### config.mk
export PLATFORM = sky130hd
export DESIGN_NAME = burst_line_slave
export DESIGN_NICKNAME = d
export VERILOG_FILES = /design/src/rtl/bsq_pkg.sv /design/src/rtl/bsq_req_check.sv /design/src/rtl/bsq_wait_timer.sv /design/src/rtl/bsq_word_seq.sv /design/src/rtl/burst_line_slave.sv
export SDC_FILE = /design/constraint.sdc
export NUM_CORES = 1
export LEC_CHECK = 0
export ABC_AREA = 1
export BUFFER_PORTS_ARGS = -buffer_cell sky130_fd_sc_hd__buf_2
export CAP_MARGIN = 30
export CORE_AREA = 10 10 89 91
export CTS_BUF_LIST = sky130_fd_sc_hd__clkbuf_8
export CTS_CLUSTER_DIAMETER = 200
export CTS_CLUSTER_SIZE = 28
export DETAILED_ROUTE_END_ITERATION = 8
export DIE_AREA = 0 0 99 101
export PLACE_DENSITY = 0.78
export SLEW_MARGIN = 30
export SYNTH_ARGS = -nofsm -noshare
export SYNTH_HDL_FRONTEND = slang
export SYNTH_HIERARCHICAL = 1
export SYNTH_SLANG_ARGS = --single-unit
### constraint.sdc
create_clock -name clk -period 1.51 [get_ports clk]
set_clock_uncertainty 0.2 [all_clocks]
set_input_delay 0.151 -clock clk [delete_from_list [all_inputs] [get_ports clk]]
set_output_delay 0.151 -clock clk [all_outputs]
set_load 0.01 [all_outputs]
### src/rtl/bsq_pkg.sv
package bsq_pkg;

  typedef enum logic [1:0] {
    ST_IDLE  = 2'd0,
    ST_BEAT  = 2'd1,
    ST_FAULT = 2'd2
  } bsq_state_e;

  localparam logic [1:0] SZ_WORD = 2'b00;
  localparam logic [1:0] SZ_BYTE = 2'b01;
  localparam logic [1:0] SZ_HALF = 2'b10;

  // Big-endian byte lanes: bit 3 carries data bits 31:24 (offset 0).
  function automatic logic [3:0] lane_mask(input logic [1:0] sz, input logic [1:0] off);
    logic [3:0] m;
    case (sz)
      SZ_BYTE: m = 4'b1000 >> off;
      SZ_HALF: m = off[1] ? 4'b0011 : 4'b1100;
      default: m = 4'b1111;
    endcase
    return m;
  endfunction

  // Legality of a request: bursts must be aligned words.
  function automatic logic req_legal(input logic burst, input logic [1:0] sz,
                                     input logic [1:0] off);
    logic ok;
    if (burst) begin
      ok = (sz == SZ_WORD) && (off == 2'b00);
    end else begin
      case (sz)
        SZ_WORD: ok = (off == 2'b00);
        SZ_BYTE: ok = 1'b1;
        SZ_HALF: ok = (off[0] == 1'b0);
        default: ok = 1'b0;
      endcase
    end
    return ok;
  endfunction

endpackage

### src/rtl/bsq_req_check.sv
module bsq_req_check
  import bsq_pkg::*;
(
  input  logic       burst_i,
  input  logic [1:0] size_i,
  input  logic [1:0] off_i,
  output logic       legal_o,
  output logic [3:0] be_o
);

  always_comb begin
    legal_o = req_legal(burst_i, size_i, off_i);
    be_o    = burst_i ? 4'b1111 : lane_mask(size_i, off_i);
  end

  // a legal byte request enables exactly one lane
  always_comb begin
    if (legal_o && !burst_i && size_i == SZ_BYTE)
      a_r6_byte_one_lane: assert ($countones(be_o) == 1);
  end

endmodule

### src/rtl/bsq_wait_timer.sv
module bsq_wait_timer #(
  parameter int WS_FIRST = 1,
  parameter int WS_NEXT  = 0
) (
  input  logic clk,
  input  logic rst_n,
  input  logic start_i,
  input  logic ack_i,
  input  logic active_i,
  output logic due_o
);

  localparam int WS_MAX = (WS_FIRST > WS_NEXT) ? WS_FIRST : WS_NEXT;
  localparam int CW     = (WS_MAX < 1) ? 1 : $clog2(WS_MAX + 1);

  logic [CW-1:0] cnt_q;

  always_ff @(posedge clk) begin
    if (!rst_n)                       cnt_q <= '0;
    else if (start_i)                 cnt_q <= CW'(WS_FIRST);
    else if (ack_i)                   cnt_q <= CW'(WS_NEXT);
    else if (active_i && cnt_q != '0) cnt_q <= cnt_q - 1'b1;
  end

  assign due_o = (cnt_q == '0);

  generate
    if (WS_NEXT > 0) begin : g_next_gap
      // a beat is never followed at once by another beat when gaps are set
      a_r4_gap_after_ack: assert property (@(posedge clk) disable iff (!rst_n)
        ack_i |=> !due_o);
    end
    if (WS_FIRST > 0) begin : g_first_gap
      // no beat in the cycle right after acceptance when first waits are set
      a_r4_gap_after_start: assert property (@(posedge clk) disable iff (!rst_n)
        start_i |=> !due_o);
    end
  endgenerate

endmodule

### src/rtl/bsq_word_seq.sv
module bsq_word_seq #(
  parameter int ADDR_W     = 16,
  parameter int LINE_WORDS = 4
) (
  input  logic              clk,
  input  logic              rst_n,
  input  logic              start_i,
  input  logic [ADDR_W-1:0] addr_i,
  input  logic              advance_i,
  output logic [ADDR_W-3:0] word_addr_o,
  output logic              last_o
);

  localparam int IDX_W  = $clog2(LINE_WORDS);
  localparam int LINE_W = ADDR_W - 2 - IDX_W;

  function automatic logic [IDX_W-1:0] step_idx(input logic [IDX_W-1:0] i);
    return i + 1'b1;
  endfunction

  logic [LINE_W-1:0] line_q;
  logic [IDX_W-1:0]  idx_q;
  logic [IDX_W-1:0]  beat_q;

  always_ff @(posedge clk) begin
    if (!rst_n) begin
      line_q <= '0;
      idx_q  <= '0;
      beat_q <= '0;
    end else if (start_i) begin
      line_q <= addr_i[ADDR_W-1:IDX_W+2];
      idx_q  <= addr_i[IDX_W+1:2];
      beat_q <= '0;
    end else if (advance_i) begin
      idx_q  <= step_idx(idx_q);
      beat_q <= beat_q + 1'b1;
    end
  end

  assign word_addr_o = {line_q, idx_q};
  assign last_o      = (beat_q == IDX_W'(LINE_WORDS - 1));

  // the word index advances by one, wrapping within the line
  a_r3_idx_step: assert property (@(posedge clk) disable iff (!rst_n)
    (advance_i && !start_i) |=> idx_q == IDX_W'($past(idx_q) + 1));
  // the line bits never move without a new start
  a_r3_line_hold: assert property (@(posedge clk) disable iff (!rst_n)
    !start_i |=> $stable(line_q));

endmodule

### src/rtl/burst_line_slave.sv
module burst_line_slave
  import bsq_pkg::*;
#(
  parameter int ADDR_W     = 16,
  parameter int LINE_WORDS = 4,
  parameter int WS_FIRST   = 1,
  parameter int WS_NEXT    = 0
) (
  input  logic              clk,
  input  logic              rst_n,
  input  logic              ts_i,
  input  logic              burst_i,
  input  logic              rnw_i,
  input  logic [1:0]        size_i,
  input  logic [ADDR_W-1:0] addr_i,
  input  logic [31:0]       wdata_i,
  output logic [31:0]       rdata_o,
  output logic              ta_o,
  output logic              tea_o,
  output logic [ADDR_W-3:0] mem_addr_o,
  output logic              mem_re_o,
  output logic              mem_we_o,
  output logic [3:0]        mem_be_o,
  output logic [31:0]       mem_wdata_o,
  input  logic [31:0]       mem_rdata_i
);

  localparam int CNT_W = $clog2(LINE_WORDS) + 1;

  bsq_state_e state_q;
  logic       burst_q, rnw_q;
  logic [3:0] be_q;
  logic       legal, due, seq_last;
  logic [3:0] be_req;

  // Named internal events
  logic accept, beat_ack, final_ack;
  logic [CNT_W-1:0] ack_cnt_q;

  assign accept    = (state_q == ST_IDLE) && ts_i;
  assign beat_ack  = (state_q == ST_BEAT) && due;
  assign final_ack = beat_ack && (!burst_q || seq_last);

  bsq_req_check u_check (
    .burst_i (burst_i),
    .size_i  (size_i),
    .off_i   (addr_i[1:0]),
    .legal_o (legal),
    .be_o    (be_req)
  );

  bsq_wait_timer #(.WS_FIRST(WS_FIRST), .WS_NEXT(WS_NEXT)) u_wait (
    .clk      (clk),
    .rst_n    (rst_n),
    .start_i  (accept && legal),
    .ack_i    (beat_ack),
    .active_i (state_q == ST_BEAT),
    .due_o    (due)
  );

  bsq_word_seq #(.ADDR_W(ADDR_W), .LINE_WORDS(LINE_WORDS)) u_seq (
    .clk         (clk),
    .rst_n       (rst_n),
    .start_i     (accept),
    .addr_i      (addr_i),
    .advance_i   (beat_ack),
    .word_addr_o (mem_addr_o),
    .last_o      (seq_last)
  );

  always_ff @(posedge clk) begin
    if (!rst_n) begin
      state_q <= ST_IDLE;
      burst_q <= 1'b0;
      rnw_q   <= 1'b0;
      be_q    <= '0;
    end else begin
      case (state_q)
        ST_IDLE: if (ts_i) begin
          state_q <= legal ? ST_BEAT : ST_FAULT;
          burst_q <= burst_i;
          rnw_q   <= rnw_i;
          be_q    <= be_req;
        end
        ST_BEAT:  if (final_ack) state_q <= ST_IDLE;
        ST_FAULT: state_q <= ST_IDLE;
        default:  state_q <= ST_IDLE;
      endcase
    end
  end

  always_ff @(posedge clk) begin
    if (!rst_n || accept) ack_cnt_q <= '0;
    else if (beat_ack)    ack_cnt_q <= ack_cnt_q + 1'b1;
  end

  assign ta_o        = beat_ack;
  assign tea_o       = (state_q == ST_FAULT);
  assign mem_re_o    = beat_ack && rnw_q;
  assign mem_we_o    = beat_ack && !rnw_q;
  assign mem_be_o    = be_q;
  assign mem_wdata_o = wdata_i;
  assign rdata_o     = (beat_ack && rnw_q) ? mem_rdata_i : 32'h0;

  // no cycle carries both kinds of acknowledge
  a_r2_ack_exclusive: assert property (@(posedge clk) disable iff (!rst_n)
    !(ta_o && tea_o));
  // a transfer never acknowledges more than a line of beats
  a_r2_beat_cap: assert property (@(posedge clk) disable iff (!rst_n)
    ta_o |-> ack_cnt_q < CNT_W'(LINE_WORDS));
  // the final acknowledge leaves the block idle
  a_r2_back_to_idle: assert property (@(posedge clk) disable iff (!rst_n)
    final_ack |=> !ta_o && !tea_o);
  // an error acknowledge lasts one cycle and moves no data
  a_r5_tea_pulse: assert property (@(posedge clk) disable iff (!rst_n)
    tea_o |=> !tea_o && !mem_we_o && !mem_re_o);
  // a running transfer is not disturbed by a new start
  a_r8_busy_holds: assert property (@(posedge clk) disable iff (!rst_n)
    (state_q == ST_BEAT && !final_ack) |=>
      (state_q == ST_BEAT && $stable(rnw_q) && $stable(burst_q)));
  // memory strobes only accompany acknowledges
  a_r9_strobe_with_ack: assert property (@(posedge clk) disable iff (!rst_n)
    (mem_we_o || mem_re_o) |-> ta_o);

endmodule

==> run_results.csv, run 1 <==
group,metric,value,unit
run_status,violations,"negative setup slack",
global_routing,grt_usage,0.113,
drt,drt_first_pass_iters,4,
synth,ys.flop_type,"dfxtp_1",
worst_setup_path,path_max_fanout,8,
global_routing,busiest_layer,"met2",
drt,totalWireLength,6.78,mm
pwr,swShare,0.302,
pwr,comb_power_share,0.305,
placed_design,dp_hpwl,5.05,mm
synth,yosys_warnings,6,
worst_setup_path,worstPathRequired,1160,ps
synth,ys_seq_area_frac,0.281,
pwr,peakVddDrop,0.000523,V
finish,drive_gt1_frac,0.512,
sta,setup_viol,33,
placed_design,placedCellCount,418,
sta,slew_headroom,0.771,
pwr,switching_power,488,uW
placed_design,placed_area,0.00219,sq mm
synth,ys_ff_latch,25,
sta,hold_viol_final,0,
die,ios,173,
clock_network,root_buffer,"clkbuf_8",
worst_setup_path,crit_type,"reg2out",
clock_network,cts_buffer_depth,2,
placed_design,portBuffers,108,
pwr,pwr-share-clk,0.234,
sta,layout_worst_path_cycle_share,1.13,
synth,synthArstFlopShare,0,
drt,viasPerCell,4.40,
finish,diodes,0,
global_routing,grt_pass1_wl,9.69,mm
drt,num_vias,1969,
finish,nets,464,
sta,slew_viol_final,0,
worst_setup_path,cp-start-kind,"flip-flop",
synth,synthesis.area,0.00178,sq mm
finish,syn_to_final_growth,60.4,%
die,core,0.00620,sq mm
global_routing,met3_usage,0.0672,
synth,syn_nets,356,
clock_network,clk_pin_slew_worst_paths,80,ps
clock_network,htreeDepth,1,
global_routing,grt_pass1_vias,1941,
synth,syn_inst,264,
worst_setup_path,critical_path_arrival,1360,ps
die,fp.dieArea,0.0100,sq mm
sta,fin_tns_setup,-5860,ps
synth,synth.area.top_cells,"dfxtp_1 (28%), buf_4 (15%), inv_1 (10%), nor2_2 (10%), nor2_1 (9.5%)",
global_routing,overflow,0,
pwr,p_total,1620,uW
clock_network,clock_latency,260,ps
pwr,seqPwrFrac,0.460,
worst_setup_path,worst_setup_path_end_kind,"primary output",
global_routing,grt_max_degree,23,
die,row_count,29,
global_routing,grtUsageMet2,0.224,
worst_hold_path,hold_path.class,"in2reg",
synth,avgSynthCellArea,6.74,sq um
pwr,p_int,1130,uW
sta,fmax,0.584,GHz
drt,first_iter_violations,55,
synth,synth_largest_area_cell,"dfxtp_1",
sta,worst_slack,-203,ps
synth,synth-edff-count,0,
die,die_height,101,microns
die,die_x,99,microns
clock_network,cts_tree,"done",
pwr,leakagePower,0.00153,uW
finish,stdcell_count,448,
synth,ys_types,25,
run_status,status,"finished with violations",
synth,yosys.area.top_type_share,0.281,
sta,fin_crit,1710,ps
global_routing,antenna_found_initial,0,
finish,final_util,0.460,
finish,final_area,0.00286,sq mm
sta,worst_pin_slew,344,ps
global_routing,gr-usage-met1,0.0982,
drt,post-route-drc-count,0,
run,drv_cap,0,
pwr,power_density,565,mW/mm^2
synth,synth_common_cells,"inv_1 (49), nor2_1 (45), buf_4 (35)",
drt,wl_per_cell,15.1,microns
finish,nFillCells,610,
die,start_util,0.287,
synth,yosysMostFrequentCell,"inv_1",
drt,postRouteAntennaNets,0,
clock_network,cts_buffers,3,
placed_design,place.gp.congestion,0.724,
sta,rsz0062_at_grt,"true",
clock_network,clock-sinks,25,
[power groups by stage]
stage,Combinational (uW),Clock (uW),Sequential (uW)
floorplan,268,0,776
global placement,366,0,752
detailed placement,378,0,756
CTS,419,389,742
global route,545,412,750
finish,493,379,743
[flip-flops by register name (all words and copies together), names as in the netlist]
signal and flops:
u_seq/line_q 12, mem_be_o 4, state_q 2, u_seq/beat_q 2, u_seq/idx_q 2, burst_q 1
rnw_q 1, u_wait/cnt_q 1
[repair_timing]
item                                   4_1_cts  5_1_grt
setup buffers                                3        5
gates cloned                                 2        3
hold buffers                                14        0
pin swaps                                    0        5
setup endpoints to repair                   34       48
endpoints found under the hold margin       14        0
resized for setup                           14       70
[final cells by class]
cell class	count	area, sq um	share of cell area
flip-flops and latches	25	502	0.176
clock buffers	3	41.3	0.0145
multi-input cells	145	935	0.327
inverters	55	221	0.0775
well taps	77	96.3	0.0337
repair buffers	142	1060	0.370
clock inverters	1	3.75	0.00131
[path summary, 6_finish.rpt]
kind                                     start                            to  slack [ps]  depth (start not counted)
hold / removal                           rnw_i            rnw_q$_SDFFE_PN0P_           8                          4
setup reg to reg       state_q[0]$_SDFFE_PN0P_   u_seq/idx_q[1]$_SDFFE_PN0P_           0                          8
hold reg to reg   u_seq/line_q[5]$_SDFFE_PN0P_  u_seq/line_q[5]$_SDFFE_PN0P_         270                          2
setup / recovery       state_q[0]$_SDFFE_PN0P_                    rdata_o[3]        -200                          8
[through the flow]
stage | hold slack, ps | setup WS (ps)
global route | 20.5 | -281
global placement | 102 | 68.5
detailed placement | 102 | 23.5
floorplan | 71.8 | 35.0
CTS | 5.19 | -208
finish | 8.41 | -203
[critical path: stages, from the launching register on]
cell,delay [ps]
dfxtp_2,340
inv_2,50
nor2_4,80
nand2_2,70
inv_4,80
nand2_8,80
clkbuf_16,190
nor2_2,70
buf_2,140
[layout by cell type (no fill, tap or decap), drive strengths merged, types with 5 or more instances in the layout]
cell type,n
nand3,8
nand3b,7
o21ai,11
nand4,5
dfxtp,25
a21oi,5
buf,127
dlygate4sd3,13
ha,5
nand2,24
nor2,75
inv,54
[cells by family after synthesis]
group | Yosys count | share of synthesized area
AND/OR/NAND/NOR | 122 | 0.339
buffers and inverters | 94 | 0.287
flip-flops | 25 | 0.281
AO/OA/AOI/OAI | 17 | 0.0534
adder cells (fa/ha/maj) | 5 | 0.0351
XOR/XNOR | 1 | 0.00492
[routing by layer]
| metal | up-vias | share of wire |
|---|---|---|
| met2 | 131 | 0.53 |
| met4 | 0 | 0.0037 |
| met1 | 867 | 0.33 |
| met3 | 4 | 0.13 |
| li1 | 967 | - |
| met5 | - | 0 |
No activity file was read; power rests on OpenSTA's default activity.
==> run 2, diff against run 1 <==
--- a/config.mk
+++ b/config.mk
@@ -8,13 +8,13 @@
 export ABC_AREA = 1
 export BUFFER_PORTS_ARGS = -buffer_cell sky130_fd_sc_hd__buf_2
 export CAP_MARGIN = 30
-export CORE_AREA = 10 10 89 91
+export CORE_AREA = 10 10 84 86
 export CTS_BUF_LIST = sky130_fd_sc_hd__clkbuf_8
 export CTS_CLUSTER_DIAMETER = 200
 export CTS_CLUSTER_SIZE = 28
 export DETAILED_ROUTE_END_ITERATION = 8
-export DIE_AREA = 0 0 99 101
-export PLACE_DENSITY = 0.78
+export DIE_AREA = 0 0 94 96
+export PLACE_DENSITY = 0.86
 export SLEW_MARGIN = 30
 export SYNTH_ARGS = -nofsm -noshare
 export SYNTH_HDL_FRONTEND = slang
==> run 2 against run 1 <==
  * The run still ends with negative setup slack left
  * Utilization rose by 5.7 points
  * Sequential power barely moved
  * Sequential share of layout area rose by 0.43 points
  * Die area fell by 9.8%
  * Critical path depth fell by 1
  * First-iteration DRC count rose by 20%
  * Non-clock buffer count fell by 3
  * Maximum frequency fell by 1.0%
  * Total power fell by 2.7%
  * Flip-flop and latch count did not move
  * Final area fell by 2.1%
  * Setup slack got worse by 18 ps
  * Critical endpoint is now rdata_o[16]
  * Largest cell class unchanged
  * Highest routed layer unchanged
==> run_results.csv, run 2 (synthesis results as in run 1) <==
group,metric,value,unit
sta,rsz0062_at_grt,"true",
drt,num_vias,1952,
clock_network,root_buffer,"clkbuf_8",
drt,first_iter_violations,66,
worst_setup_path,critical_path_arrival,1380,ps
sta,slew_headroom,0.762,
worst_setup_path,reg2reg_to,"u_seq/line_q[9]$_SDFFE_PN0P_",
sta,worst_pin_slew,357,ps
sta,fin_tns_setup,-6290,ps
worst_setup_path,rrSetupSlack,130,ps
global_routing,grt_pass1_vias,1886,
placed_design,place.gp.congestion,0.890,
sta,setup_viol,35,
run,drv_cap,0,
worst_setup_path,crit_type,"reg2out",
pwr,peakVddDrop,0.000558,V
pwr,comb_power_share,0.284,
worst_setup_path,r2r-start,"state_q[0]$_SDFFE_PN0P_",
global_routing,grt_usage,0.119,
finish,largest_reg_flops,12,
worst_setup_path,worst_setup_path_end_kind,"primary output",
global_routing,grt_pass1_wl,8.98,mm
placed_design,portBuffers,108,
sta,fin_crit,1730,ps
pwr,power_density,562,mW/mm^2
drt,drt_first_pass_iters,4,
die,row_count,27,
run_status,status,"finished with violations",
finish,syn_to_final_growth,57.0,%
clock_network,clk_pin_slew_worst_paths,90,ps
finish,nets,461,
worst_hold_path,hold_path.class,"in2reg",
die,ios,173,
die,die_x,94,microns
worst_setup_path,cp_slowest_cell,"dfxtp_2",
die,die_height,96,microns
worst_setup_path,worstPathRequired,1160,ps
clock_network,htreeDepth,1,
worst_setup_path,crit_start,"state_q[1]$_SDFFE_PN0P_",
placed_design,dp_hpwl,4.82,mm
clock_network,cts_tree,"done",
sta,slew_viol_final,0,
pwr,pwr-share-clk,0.241,
die,start_util,0.329,
finish,final_cell_mix,"buf_2 (86), inv_1 (48), nor2_1 (40)",
clock_network,cts_buffer_depth,2,
die,fp.dieArea,0.00902,sq mm
drt,wl_per_cell,14.8,microns
finish,final_common_cell,"buf_2",
drt,viasPerCell,4.44,
drt,post-route-drc-count,0,
worst_setup_path,crit_path_end,"rdata_o[16]",
worst_setup_path,ff2ff_path_depth,7,
sta,worst_slack,-221,ps
placed_design,placed_area,0.00220,sq mm
global_routing,grt_max_degree,23,
finish,diodes,0,
pwr,p_int,1100,uW
pwr,leakagePower,0.00151,uW
sta,hold_viol_final,0,
global_routing,overflow,0,
clock_network,clock-sinks,25,
pwr,swShare,0.299,
clock_network,clock_latency,260,ps
pwr,p_total,1570,uW
finish,final_util,0.517,
die,core,0.00541,sq mm
sta,layout_worst_path_cycle_share,1.15,
pwr,switching_power,470,uW
finish,final_area,0.00280,sq mm
run_status,violations,"negative setup slack",
drt,totalWireLength,6.51,mm
global_routing,antenna_found_initial,0,
finish,nFillCells,487,
finish,top_register,"u_seq/line_q",
worst_setup_path,cp-start-kind,"flip-flop",
drt,postRouteAntennaNets,0,
worst_setup_path,cpPeakStageDelay,360,ps
sta,whs,26.2,ps
clock_network,cts_buffers,3,
sta,fmax,0.578,GHz
pwr,seqPwrFrac,0.475,
finish,drive_gt1_frac,0.486,
worst_setup_path,path_max_fanout,7,
worst_setup_path,cp_cell_sequence,"nor2_4 -> nand2_4 -> inv_4 -> nand2_8 -> buf_6 -> nor2_2 -> buf_2",
[run 2: worst min-delay path by stage]
| stage | from | end | slack, ps | cells after the start |
|---|---|---|---|---|
| 6_report | addr_i[3] | u_seq/idx_q[1]$_SDFFE_PN0P_ | 30 | 4 |
| 5_1_grt | addr_i[3] | u_seq/idx_q[1]$_SDFFE_PN0P_ | 40 | 4 |
| 4_1_cts | rnw_i | rnw_q$_SDFFE_PN0P_ | 20 | 4 |
| 3_5_place_dp | wdata_i[1] | mem_wdata_o[1] | 100 | 0 |
| 3_3_place_gp | wdata_i[1] | mem_wdata_o[1] | 100 | 0 |
| 2_1_floorplan | rst_n | burst_q$_SDFFE_PN0P_ | 70 | 2 |
[run 2: stage by stage]
stage | std cells | worst slack [ps]
final | 440 | -221
after global routing | 440 | -295
after CTS | 436 | -182
after detailed placement | 413 | 46.5
after global placement | 413 | 73.5
after floorplan | 264 | 35.0
[run 2: metal layers]
layer	track usage	up-vias	wire, microns	share of wire
li1	-	959	-	-
met1	0.105	872	2240	0.34
met2	0.236	117	3430	0.53
met3	0.0630	4	804	0.12
met4	0.0190	0	42	0.0065
met5	0	-	0	0
[run 2: area by class of cell]
class / instances / area [sq um] / area share
sequential: 25 / 503 / 0.180
timing repair buffer: 139 / 1040 / 0.372
clock buffer: 3 / 41.3 / 0.0148
tap: 72 / 90.1 / 0.0322
multi-input combinational: 145 / 903 / 0.323
clock inverter: 1 / 3.75 / 0.00134
inverter: 55 / 214 / 0.0765
[run 2: power groups by stage]
stage	combinational (uW)	sequential, uW	clock, uW
6_report	447	746	378
3_5_place_dp	375	757	0
2_1_floorplan	268	776	0
4_1_cts	410	742	387
3_3_place_gp	365	753	0
5_1_grt	501	752	418
[run 2: critical path, delay by kind of cell (launching register included)]
family                 cells  cell delay (ps)
and+or+nand+nor            4              390
buffers and inverters      3              380
DFF                        1              360
[run 2: timing repair]
action,4_1_cts,5_1_grt
endpoints found under the setup margin,34,47
resized for setup,4,56
hold buffers,13,0
pin swaps,2,2
setup buffers,7,1
hold endpoints to repair,13,0
cloned,0,4
==> run 3, diff against run 2 <==
--- a/config.mk
+++ b/config.mk
@@ -15,6 +15,7 @@
 export DETAILED_ROUTE_END_ITERATION = 8
 export DIE_AREA = 0 0 94 96
 export PLACE_DENSITY = 0.86
+export SKIP_LAST_GASP = 1
 export SLEW_MARGIN = 30
 export SYNTH_ARGS = -nofsm -noshare
 export SYNTH_HDL_FRONTEND = slang
==> run 3 against run 2 <==
  * The run still ends with negative setup slack left
  * Via count is 0.15% lower
  * Global-route usage stayed put
  * Sequential power is essentially flat
==> run_results.csv, run 3 (synthesis results as in run 1) <==
group,metric,value,unit
placed_design,pre_cts_ws,46.5,ps
drt,drt_first_pass_iters,4,
placed_design,place.gp.congestion,0.890,
global_routing,antenna_found_initial,0,
die,start_util,0.329,
pwr,p_int,1100,uW
worst_hold_path,hold_path.class,"in2reg",
die,fp.dieArea,0.00902,sq mm
finish,stdcell_count,440,
finish,largest_reg_flops,12,
die,ios,173,
drt,first_iter_violations,74,
pwr,swShare,0.299,
sta,worst_pin_slew,357,ps
placed_design,placedCellCount,413,
worst_setup_path,cp-start-kind,"flip-flop",
sta,rsz0062_at_grt,"true",
pwr,p_total,1570,uW
global_routing,busiest_layer,"met2",
sta,whs,26.2,ps
worst_setup_path,path_max_fanout,7,
sta,setup_viol,35,
clock_network,htreeDepth,1,
clock_network,root_buffer,"clkbuf_8",
finish,final_area,0.00279,sq mm
die,die_x,94,microns
clock_network,clock-sinks,25,
sta,fmax,0.581,GHz
pwr,comb_power_share,0.284,
pwr,leakagePower,0.00151,uW
sta,fin_crit,1720,ps
pwr,peakVddDrop,0.000558,V
finish,nets,461,
run_status,status,"finished with violations",
die,core,0.00541,sq mm
sta,slew_viol_final,0,
placed_design,placed_area,0.00220,sq mm
worst_setup_path,worst_setup_path_end_kind,"primary output",
drt,postRouteAntennaNets,0,
worst_setup_path,crit_type,"reg2out",
finish,final_cell_mix,"buf_2 (87), inv_1 (48), nor2_1 (40)",
drt,wl_per_cell,14.8,microns
placed_design,dp_hpwl,4.82,mm
clock_network,cts_buffer_depth,2,
placed_design,portBuffers,108,
finish,top_register,"u_seq/line_q",
pwr,pwr-share-clk,0.241,
drt,num_vias,1949,
die,die_height,96,microns
finish,diodes,0,
global_routing,overflow,0,
clock_network,clock_latency,260,ps
global_routing,grt_pass1_vias,1886,
die,row_count,27,
pwr,switching_power,470,uW
sta,hold_viol_final,0,
sta,slew_headroom,0.762,
drt,totalWireLength,6.49,mm
finish,drive_gt1_frac,0.486,
worst_setup_path,worstPathRequired,1160,ps
global_routing,grt_usage,0.119,
pwr,power_density,563,mW/mm^2
clock_network,cts_tree,"done",
drt,post-route-drc-count,0,
finish,nFillCells,488,
drt,viasPerCell,4.43,
finish,final_common_cell,"buf_2",
clock_network,clk_pin_slew_worst_paths,90,ps
clock_network,cts_buffers,3,
sta,layout_worst_path_cycle_share,1.14,
run,drv_cap,0,
global_routing,gr-usage-met1,0.105,
global_routing,grt_max_degree,23,
finish,syn_to_final_growth,56.6,%
worst_setup_path,critical_path_arrival,1370,ps
pwr,seqPwrFrac,0.475,
sta,worst_slack,-211,ps
global_routing,grtUsageMet2,0.236,
global_routing,grt_pass1_wl,8.98,mm
run_status,violations,"negative setup slack",
global_routing,met3_usage,0.0630,
==> run 3: cell types whose count changed in the layout (fill, tap and decap cells not counted) <==
cell,before,now
buf_2,86,87
buf_6,27,26
==> run 3: cell type report <==
cell class              instances  area [sq um]  share of cell area
flip-flops and latches         25           503               0.180
repair buffers                139          1030               0.371
clock inverters                 1          3.75             0.00135
inverters                      55           214              0.0767
well taps                      72          90.1              0.0323
clock buffers                   3          41.3              0.0148
multi-input cells             145           903               0.324
==> run 3: power by group through the flow <==
stage | clock, uW | combinational (uW) | sequential [uW]
4_1_cts | 387 | 410 | 742
6_report | 378 | 447 | 746
5_1_grt | 418 | 501 | 752
2_1_floorplan | 0 | 268 | 776
3_5_place_dp | 0 | 375 | 757
3_3_place_gp | 0 | 365 | 753
==> run 3: worst paths after layout <==
path	to	start	cells past startpoint	slack [ps]
max reg2reg	u_seq/line_q[9]$_SDFFE_PN0P_	state_q[0]$_SDFFE_PN0P_	7	130
min reg2reg	u_seq/line_q[5]$_SDFFE_PN0P_	u_seq/line_q[5]$_SDFFE_PN0P_	2	270
min	u_seq/idx_q[1]$_SDFFE_PN0P_	addr_i[3]	4	30
max	rdata_o[5]	state_q[1]$_SDFFE_PN0P_	7	-210
==> run 3: what timing repair did <==
item / 4_1_cts / 5_1_grt
hold buffers: 13 / 0
endpoints found under the hold margin: 13 / 0
setup endpoints to repair: 34 / 47
buffers inserted: 7 / 1
gates cloned: 0 / 4
pin swaps: 2 / 2
gates resized for setup: 4 / 55
==> run 3: per-stage QoR <==
step,TNS [ps],utilization
after detailed placement,0,0.406
after floorplan,0,-
final,-6280,0.516
after CTS,-5570,0.449
after global routing,-8930,0.516
after global placement,0,0.406
==> run 3: worst max-delay path, cell delays in order, from the launching register on <==
cell	delay [ps]
dfxtp_2	360
nor2_4	140
nand2_4	70
inv_4	80
nand2_8	90
clkbuf_16	190
nor2_2	70
buf_2	130
==> run 3: layer usage <==
metal	routed length [microns]	vias to the layer above
li1	-	959
met1	2260	871
met2	3400	115
met3	784	4
met4	42	0
met5	0	-
